**config.mk**
```make
export PLATFORM = sky130hd
export DESIGN_NAME = serial_shifter
export DESIGN_NICKNAME = d
export VERILOG_FILES = /design/src/rtl/shr_pkg.sv /design/src/rtl/shr_edge_src.sv /design/src/rtl/shr_ctrl.sv /design/src/rtl/shr_datapath.sv /design/src/rtl/serial_shifter.sv
export SDC_FILE = /design/constraint.sdc
export NUM_CORES = 1
export LEC_CHECK = 0
export BUFFER_PORTS_ARGS = -buffer_cell sky130_fd_sc_hd__clkbuf_2
export CAP_MARGIN = 30
export CORE_MARGIN = 5
export CORE_UTILIZATION = 29
export DETAILED_ROUTE_END_ITERATION = 8
export SYNTH_ARGS = -nofsm -noshare
export SYNTH_HDL_FRONTEND = slang
export SYNTH_SLANG_ARGS = --single-unit
```
**constraint.sdc**
```tcl
create_clock -name clk -period 2.69 [get_ports clk]
set_input_delay 0.1345 -clock clk [delete_from_list [all_inputs] [get_ports clk]]
set_output_delay 0.1345 -clock clk [all_outputs]
set_load 0.05 [all_outputs]
```
**src/rtl/shr_pkg.sv**
```systemverilog
// Shared mode encoding and decode helpers for the serial shifter.
// Assumes the 3-bit mode layout: bit 2 direction, bits 1:0 clock source.
package shr_pkg;

    typedef enum logic [2:0] {
        SHM_OFF      = 3'b000,
        SHM_IN_T2    = 3'b001,
        SHM_IN_SYS   = 3'b010,
        SHM_IN_EXT   = 3'b011,
        SHM_OUT_FREE = 3'b100,
        SHM_OUT_T2   = 3'b101,
        SHM_OUT_SYS  = 3'b110,
        SHM_OUT_EXT  = 3'b111
    } shr_mode_e;

    // Transmit direction
    function automatic logic m_is_out(input logic [2:0] m);
        return m[2];
    endfunction

    // Clock taken from the external line
    function automatic logic m_is_ext(input logic [2:0] m);
        return m[1:0] == 2'b11;
    endfunction

    // Clock derived from the counter zero pulse
    function automatic logic m_uses_t2(input logic [2:0] m);
        return (m[1:0] == 2'b01) || (m == SHM_OUT_FREE);
    endfunction

    // Clock derived from every system clock cycle
    function automatic logic m_uses_sys(input logic [2:0] m);
        return m[1:0] == 2'b10;
    endfunction

    // Block generates and drives the shift clock
    function automatic logic m_is_internal(input logic [2:0] m);
        return m_uses_t2(m) || m_uses_sys(m);
    endfunction

    // Endless recirculation without completion flag
    function automatic logic m_is_free(input logic [2:0] m);
        return m == SHM_OUT_FREE;
    endfunction

endpackage

```
**src/rtl/shr_edge_src.sv**
```systemverilog
// Produces one-cycle falling and rising shift events from the selected source.
// Internal sources toggle a phase flop that is also the driven clock level;
// the external source is edge-detected with one flop. Assumes sclk_i is
// synchronous to clk and holds each level for at least one cycle.
module shr_edge_src
    import shr_pkg::*;
(
    input  logic       clk,
    input  logic       rst_n,
    input  logic [2:0] mode_i,
    input  logic       active_i,
    input  logic       access_i,
    input  logic       t2_zero_i,
    input  logic       sclk_i,
    output logic       fall_ev_o,
    output logic       rise_ev_o,
    output logic       sclk_o
);

    logic phase_hi_q;
    logic ext_q;
    logic tick_int;
    logic ext_fall;
    logic ext_rise;

    // Internal tick: each one advances the driven clock by half a period
    always_comb begin
        tick_int = 1'b0;
        if (active_i && !access_i && m_is_internal(mode_i)) begin
            tick_int = m_uses_sys(mode_i) || (m_uses_t2(mode_i) && t2_zero_i);
        end
    end

    // Phase flop: idles high, flips on every internal tick
    always_ff @(posedge clk) begin
        if (!rst_n) begin
            phase_hi_q <= 1'b1;
        end else if (access_i || !active_i) begin
            phase_hi_q <= 1'b1;
        end else if (tick_int) begin
            phase_hi_q <= ~phase_hi_q;
        end
    end

    // Previous level of the external clock line
    always_ff @(posedge clk) begin
        if (!rst_n) begin
            ext_q <= 1'b1;
        end else begin
            ext_q <= sclk_i;
        end
    end

    // External edge detect, gated by mode and transfer state
    always_comb begin
        ext_fall = active_i && !access_i && m_is_ext(mode_i) && ext_q && !sclk_i;
        ext_rise = active_i && !access_i && m_is_ext(mode_i) && !ext_q && sclk_i;
    end

    // Merge both sources into a single pair of events
    always_comb begin
        fall_ev_o = (tick_int && phase_hi_q) || ext_fall;
        rise_ev_o = (tick_int && !phase_hi_q) || ext_rise;
        sclk_o    = phase_hi_q;
    end

endmodule

```
**src/rtl/shr_ctrl.sv**
```systemverilog
// Bit counter, transfer-active state and completion flag.
// Assumes mode_i is held stable while a transfer is active.
module shr_ctrl
    import shr_pkg::*;
#(
    parameter int DATA_W = 8
) (
    input  logic       clk,
    input  logic       rst_n,
    input  logic [2:0] mode_i,
    input  logic       access_i,
    input  logic       rise_ev_i,
    output logic       active_o,
    output logic       done_o
);

    localparam int CNT_W = (DATA_W > 1) ? $clog2(DATA_W) : 1;
    localparam logic [CNT_W-1:0] LAST_BIT = CNT_W'(DATA_W - 1);

    logic [CNT_W-1:0] cnt_q;
    logic             active_q;
    logic             done_q;

    // Count bits, end the byte, raise the flag unless free-running
    always_ff @(posedge clk) begin
        if (!rst_n) begin
            cnt_q    <= '0;
            active_q <= 1'b0;
            done_q   <= 1'b0;
        end else if (access_i) begin
            cnt_q    <= '0;
            active_q <= (mode_i != SHM_OFF);
            done_q   <= 1'b0;
        end else if (rise_ev_i) begin
            if (cnt_q == LAST_BIT) begin
                cnt_q <= '0;
                if (!m_is_free(mode_i)) begin
                    active_q <= 1'b0;
                    done_q   <= 1'b1;
                end
            end else begin
                cnt_q <= cnt_q + 1'b1;
            end
        end
    end

    assign active_o = active_q;
    assign done_o   = done_q;


    access_clears_chk: assert property (@(posedge clk) disable iff (!rst_n)
        access_i |=> (!done_q && cnt_q == '0));


    flag_needs_edge_chk: assert property (@(posedge clk) disable iff (!rst_n)
        $rose(done_q) |-> $past(rise_ev_i));


    free_no_flag_chk: assert property (@(posedge clk) disable iff (!rst_n)
        $rose(done_q) |-> !m_is_free($past(mode_i)));


    flag_idle_chk: assert property (@(posedge clk) disable iff (!rst_n)
        done_q |-> !active_q);

endmodule

```
**src/rtl/shr_datapath.sv**
```systemverilog
// The shift register proper and the registered serial output bit.
// Assumes events are already gated against an access in the same cycle.
module shr_datapath
    import shr_pkg::*;
#(
    parameter int DATA_W = 8
) (
    input  logic              clk,
    input  logic              rst_n,
    input  logic [2:0]        mode_i,
    input  logic              wr_i,
    input  logic [DATA_W-1:0] wdata_i,
    input  logic              fall_ev_i,
    input  logic              rise_ev_i,
    input  logic              sdata_i,
    output logic [DATA_W-1:0] shreg_o,
    output logic              sdata_o
);

    logic [DATA_W-1:0] shreg_q;
    logic              sd_q;

    // Parallel load or one-place shift toward the top bit
    always_ff @(posedge clk) begin
        if (!rst_n) begin
            shreg_q <= '0;
        end else if (wr_i) begin
            shreg_q <= wdata_i;
        end else if (rise_ev_i) begin
            if (m_is_out(mode_i)) begin
                shreg_q <= {shreg_q[DATA_W-2:0], shreg_q[DATA_W-1]};
            end else begin
                shreg_q <= {shreg_q[DATA_W-2:0], sdata_i};
            end
        end
    end

    // Present the top bit after each falling edge when transmitting
    always_ff @(posedge clk) begin
        if (!rst_n) begin
            sd_q <= 1'b1;
        end else if (fall_ev_i && m_is_out(mode_i)) begin
            sd_q <= shreg_q[DATA_W-1];
        end
    end

    assign shreg_o = shreg_q;
    assign sdata_o = sd_q;


    off_holds_chk: assert property (@(posedge clk) disable iff (!rst_n)
        (mode_i == SHM_OFF && !wr_i) |=> $stable(shreg_q));


    rotate_keeps_ones_chk: assert property (@(posedge clk) disable iff (!rst_n)
        (m_is_out(mode_i) && !wr_i) |=> ($countones(shreg_q) == $countones($past(shreg_q))));

endmodule

```
**src/rtl/serial_shifter.sv**
```systemverilog
// Top of the multi-mode shift register: wires the event source, the
// controller and the datapath. Any read or write strobe restarts a byte.
// Assumes mode_i changes only while no transfer is running.
module serial_shifter
    import shr_pkg::*;
#(
    parameter int DATA_W = 8
) (
    input  logic              clk,
    input  logic              rst_n,
    input  logic [2:0]        mode_i,
    input  logic              wr_en_i,
    input  logic              rd_en_i,
    input  logic [DATA_W-1:0] wdata_i,
    output logic [DATA_W-1:0] rdata_o,
    input  logic              t2_zero_i,
    input  logic              sclk_i,
    output logic              sclk_o,
    output logic              sclk_oe_o,
    input  logic              sdata_i,
    output logic              sdata_o,
    output logic              done_o
);

    logic access;
    logic active;
    logic fall_ev;
    logic rise_ev;

    // Any register strobe counts as an access
    assign access    = wr_en_i || rd_en_i;
    // Drive the clock line only when generating the clock
    assign sclk_oe_o = m_is_internal(mode_i);

    shr_edge_src i_edge (
        .clk       (clk),
        .rst_n     (rst_n),
        .mode_i    (mode_i),
        .active_i  (active),
        .access_i  (access),
        .t2_zero_i (t2_zero_i),
        .sclk_i    (sclk_i),
        .fall_ev_o (fall_ev),
        .rise_ev_o (rise_ev),
        .sclk_o    (sclk_o)
    );

    shr_ctrl #(.DATA_W(DATA_W)) i_ctrl (
        .clk       (clk),
        .rst_n     (rst_n),
        .mode_i    (mode_i),
        .access_i  (access),
        .rise_ev_i (rise_ev),
        .active_o  (active),
        .done_o    (done_o)
    );

    shr_datapath #(.DATA_W(DATA_W)) i_dp (
        .clk       (clk),
        .rst_n     (rst_n),
        .mode_i    (mode_i),
        .wr_i      (wr_en_i),
        .wdata_i   (wdata_i),
        .fall_ev_i (fall_ev),
        .rise_ev_i (rise_ev),
        .sdata_i   (sdata_i),
        .shreg_o   (rdata_o),
        .sdata_o   (sdata_o)
    );


    idle_clock_high_chk: assert property (@(posedge clk) disable iff (!rst_n)
        !active |-> sclk_o);


    one_event_chk: assert property (@(posedge clk) disable iff (!rst_n)
        $onehot0({fall_ev, rise_ev}));

endmodule

```
### Yosys cells after proc, flatten, opt, wreduce, memory -nomap -nowiden

Index checks and enable logic that the tools add are counted.

* input port bits: 18
* output and inout bits: 12
* word-level logic and storage cells: 57
* register bits: 16

* add/subtract/negate cells: 1
* eq/ne operators: 6
* multiplexer cells: 9
* reduce and logical (&&, ||, !) cells: 31
* bitwise gates (word level): 3

Operators with widths (number)
* 8-bit two-way mux: 2
* 1-bit logical AND: 11
* 1-bit logical OR: 7
* 3-bit == test, second input constant: 2
* 1-bit two-way mux: 6
* 3-bit AND reduction: 2
* 2-bit nonzero test: 3
* 1-bit logical NOT: 5
* 2-bit == test, second input constant: 2
* 2-bit OR reduction: 2
* 3-bit by 1-bit adder with 3-bit output, second input constant: 1
* 3-bit two-way mux: 1
* 1-bit NOT: 3
* 3-bit nonzero test: 1
* 2-bit by 1-bit == test with 1-bit output, second input constant: 1
* 2-bit by 1-bit != test with 1-bit output, second input constant: 1

### Logic depth before layout (Yosys ltp)

* depth after elaboration: 9
* gate-level depth with buffers: 6
* gate-level depth less buffers: 5

### Modules after synthesis

From an unflattened synthesis, not the netlist that was laid out.

* cell total of the unflattened synthesis: 85
* area, all modules: 883.3 um2

Modules (own cells, without submodules)
* shr_datapath: cells each 41, area an instance 479.2 um2, sequential area each 180.2 um2, instances 1
* shr_ctrl: cells each 25, area an instance 251.5 um2, sequential area each 100.1 um2, instances 1
* shr_edge_src: cells each 16, area an instance 136.4 um2, sequential area each 40.0 um2, instances 1
* serial_shifter: cells each 3, area an instance 16.3 um2, sequential area each 0.0 um2, instances 1

### Worst setup path after synthesis

No wires, ideal clock.

* path type: reg-to-reg
* from: register i_edge.phase_hi_q, in the netlist i_edge.sclk_o
* to: register i_dp.sd_q, in the netlist i_dp.sdata_o
* path buffers: 0
* required time: 2.570 ns
* period minus slack after synthesis: 1.563 ns
* path slack: 1.127 ns
* data arrival time: 1.444 ns
* setup time: 0.120 ns
* stages on the path, launching flop included: 5
* cell sequence: dfxtp_1 -> inv_1 -> a211oi_1 -> o21ai_0 -> a211o_1

* longest elaborated chain between the ends: 3

RTL lines
* start, declared: RTL line shr_edge_src.sv:20 `logic phase_hi_q;`
* start signal, assigned: RTL line shr_edge_src.sv:41 `phase_hi_q <= ~phase_hi_q;`
* 1-bit logical AND: RTL line shr_edge_src.sv:62 `fall_ev_o = (tick_int && phase_hi_q) || ext_fall;`
* 1-bit logical OR: RTL line shr_edge_src.sv:62
* 1-bit logical AND: RTL line shr_datapath.sv:42 `end else if (fall_ev_i && m_is_out(mode_i)) begin`
* end signal, assigned: RTL line shr_datapath.sv:43 `sd_q <= shreg_q[DATA_W-1];`
* end, declared: RTL line shr_datapath.sv:21 `logic sd_q;`

No other way between the ends.
A chain may end at the register's enable or synchronous reset.

### Worst setup path in the final report

* from: register i_ctrl.active_q, in the netlist i_ctrl.active_o
* to: register i_dp.shreg_q[0], in the netlist i_dp.shreg_o[0]

* longest elaborated chain between the ends: 6
* elaborated cells on any way between the ends: 9
* classes of those cells: 1 x mux; 8 x reduce/logical

RTL lines
* start, declared: RTL line shr_ctrl.sv:21 `logic active_q;`
* start signal, assigned: RTL line shr_ctrl.sv:32 `active_q <= (mode_i != SHM_OFF);`
* 1-bit logical AND *: RTL line shr_edge_src.sv:29, shr_edge_src.sv:57
* 1-bit logical AND, on equally long branches: RTL line shr_edge_src.sv:29, shr_edge_src.sv:57
* 1-bit two-way mux or 1-bit logical AND (tied branches): RTL line shr_edge_src.sv:29, shr_edge_src.sv:57
* 1-bit logical AND, on equally long branches: RTL line shr_edge_src.sv:63, shr_edge_src.sv:57
* 1-bit logical OR *: RTL line shr_edge_src.sv:63 `rise_ev_o = (tick_int && !phase_hi_q) || ext_rise;`
* 2-bit nonzero test (no source line) *
* end signal, assigned: RTL line shr_datapath.sv:28 `shreg_q <= wdata_i;`
* end signal, assigned: RTL line shr_datapath.sv:31 `shreg_q <= {shreg_q[DATA_W-2:0], shreg_q[DATA_W-1]};`
* end signal, assigned: RTL line shr_datapath.sv:33 `shreg_q <= {shreg_q[DATA_W-2:0], sdata_i};`
* end, declared: RTL line shr_datapath.sv:20 `logic [DATA_W-1:0] shreg_q;`

Mark *: on every way between the ends. The rest lies on a longest branch, timed or not.

==> impl_results.md <==
* Status: completed
* Post-route cell area at 1060 um^2
* Starting Density at between 20 and 30%
* Post-synthesis simple-gate area fraction at 23.8%
* Placer congestion estimate at slightly below 0.8
* Delay-heaviest family, CP: compound AO/OA/AOI/OAI gates
* CTS Root Cell: clkbuf_4
* CTS clk-pin slew, worst paths at roughly 90 ps
* Compound-Gate Fraction of Synth Area at between 30 and 40%
* Slew Limit Fails at 0
* Clk_lat worst skew at between 200 and 300 ps
* Setup skew after layout at roughly 3.4 ps
* Cells after DPL at 160
* Dpl hpwl at around 1700 um
* Routed metal-1 wirelength at 940 um
* Critical path arrival at between 1500 and 2000 ps
* CP startpoint kind: flip-flop
* Num CTS Buffers at 3
* Grt ovf at 0
* DRT Pass-1 Iters at 4
* Worst VDD drop at between 0.2 and 0.3 mV
* # DRC at 0
* Power density over cell area at 451 nW/um^2
* DR top layer: met4
* Crit-path cells: nor3b_1 -> o2111ai_1 -> nand4_1 -> o311ai_2
* Final setup fails at 0
* CP max-delay cell: o2111ai_1
* Unrepaired setup endpoints after global routing: no
* Post-route ant nets at 0
* CP bufs+invs at 0
* Main combinational cell family by area after synthesis: compound AO/OA/AOI/OAI gates
* Chip Width at around 65 um
* Full die area at between 4000 and 5000 um^2
* Via-per-instance ratio at 5.25
* FILL cells at 310
* Post-Synthesis Cells at approximately 100
* Largest stage delay, worst path at about 560 ps
* WP data required at between 2000 and 3000 ps
* Synthesized area per cell at between 8 and 9 um^2
* 1st-iter DRT viols at 8
* Metal3 WL at 103 um
* CTS tree: built
* Worst-Margin Slew at 947 ps
* Switching pwr at 147 uW
* Fin crit share at about two thirds
* Register share of total power at 53.6%
* H-tree levels at 1
* Switching portion of total power at a little under a third
* Adder-Cell Fraction of Synth Area at under 10%
* Largest net degree at the start of global routing at 15
* Number of core rows at 20
* Post-synthesis mux area share at about 1.1%
* P_leak at roughly 0.00044 uW
* Resized Gates After CTS at 0
* CTS Hold Buffers Added at 0
* Initial antenna violation count at 0
* Xor/xnor cell area share of the yosys netlist at 0%
* Clock tree buffer depth at 2
* Fin crit period at ~1800 ps
* Unique masters post-synth at 31
* Clock power frac at about 26%
* Fin util at 35.5%
* Mapped Area at around 870 um^2
* Combinational power share at between 20% and 30%
* WS Path Type: flip-flop to flip-flop
* Crit path capture type: flip-flop
* Total track usage at between 10% and 20%
* Share of cells above drive strength 1 at between 20% and 30%
* Core area at about 3000 um^2
* Worst Hold Slack at around 77 ps
* # IOs at 30
* Seq/Total Area, Yosys at between 30% and 40%
* Max Freq at about 0.55 GHz
* Input/output buffers at 29
* Slew headroom at 36.8%
* Drt wl/cell at 12.9 um
* Worst hold path class: input port to flip-flop
* Die height at 64.9 um
* Max Cap Viol at 0
* Met2 WL at 1030 um
* Antenna cells at 0
* # Post-CTS Setup Buffers at 0
* Num Clock Sinks at 16
* Syn Nets at ~120
* Area growth syn-to-layout at 21.2%
* Finished Layout Cells at between 150 and 200
* YS warnings at 0
* Nets at 152
* Vias in the first global route at around 850
* Final WL at between 2000 and 2500 um
* Final TNS setup at 0 ps
* Flops & latches, synth at 16
* Vias at 855
* Crit-path max FO at 12
* Final Hold Viols at 0
* P_int at ~330 uW
* Global-route wire length before repair at ~3700 um
* Area after DPL at 1040 um^2
per-layer routing:
layer | vias up | GRT usage [%]
li1 | 443 | -
met1 | 384 | 13.5
met2 | 24 | 17.5
met3 | 4 | 3.12
met4 | 0 | 3.43
met5 | - | 0
logic make-up (layout without fill, tap and decap cells):
family,Yosys count,after routing
adders and majority gates,2,2
and+or+nand+nor,35,35
buffers and inverters,9,36
muxes,1,1
AOI/OAI and AO/OA,40,40
DFF,16,16
cell usage after synthesis:
cell type	n	area (um^2)
and3_1	1	6.26
nand2b_1	3	18.8
dfxtp_1	16	320
buf_4	1	7.51
o2111ai_1	1	8.76
or3_1	2	12.5
a21oi_1	12	60.1
nor3_1	1	5.00
a211o_1	1	8.76
a211oi_1	8	60.1
inv_1	4	15.0
nand4_1	3	18.8
mux2i_1	1	10.0
nor2b_1	4	25.0
o211a_1	1	10.0
nand2_1	3	11.3
o211ai_1	1	7.51
a2111oi_4	1	27.5
or3b_4	1	11.3
o21ai_0	13	65.1
nand3_1	4	20.0
buf_2	1	5.00
nor3b_1	2	15.0
ha_1	2	25.0
nor3b_2	1	12.5
o311ai_2	1	16.3
nor4b_2	1	15.0
o31ai_1	1	7.51
clkbuf_1	3	11.3
nor2_2	1	6.26
nor2_1	8	30.0
cell type report:
| type | count | area (um^2) | area share (%) |
|---|---|---|---|
| clock buffers | 3 | 22.5 | 2.13 |
| inverters | 4 | 15.0 | 1.42 |
| multi-input cells | 78 | 514 | 48.6 |
| flip-flops and latches | 16 | 320 | 30.3 |
| well taps | 33 | 41.3 | 3.90 |
| repair buffers | 29 | 145 | 13.7 |
stage by stage:
step	setup slack, ps	total power (uW)
floorplan	1130	329
finish	872	477
global placement	926	360
detailed placement	835	361
global route	665	501
CTS	886	485
power by group through the flow:
stage / logic, uW / registers (uW) / clock network [uW]
2_1_floorplan: 39.5 / 289 / 0
3_3_place_gp: 99.2 / 261 / 0
3_5_place_dp: 100 / 261 / 0
4_1_cts: 101 / 256 / 129
5_1_grt: 108 / 258 / 135
6_report: 99.7 / 256 / 122
placed cells by master (no fill, tap or decap), types with 3 or more instances in the layout:
cell type and n:
clkbuf_4 3, nand2b_1 3, dfxtp_1 16, nand2_1 3
a211oi_1 8, o21ai_0 13, nand3_1 4, nand4_1 3
inv_1 4, clkbuf_2 29, nor2b_1 4, nor2_1 8
a21oi_1 12
registers in the layout, indices dropped and copies added, names as in the netlist:
name	cells
i_ctrl.cnt_q	3
i_ctrl.done_o	1
i_edge.ext_q	1
i_dp.sdata_o	1
i_ctrl.active_o	1
i_dp.shreg_o	8
i_edge.sclk_o	1
path summary, 6_finish.rpt:
path	start	end	slack (ps)	cells after the start
setup reg to reg	i_ctrl.active_o	i_dp.shreg_o[0]	870	4
setup / recovery	i_ctrl.active_o	i_dp.shreg_o[0]	870	4
hold / removal	sclk_i	i_edge.ext_q	80	2
hold reg to reg	i_ctrl.done_o	i_ctrl.done_o	460	2
Power figures use the tool's default switching activity.
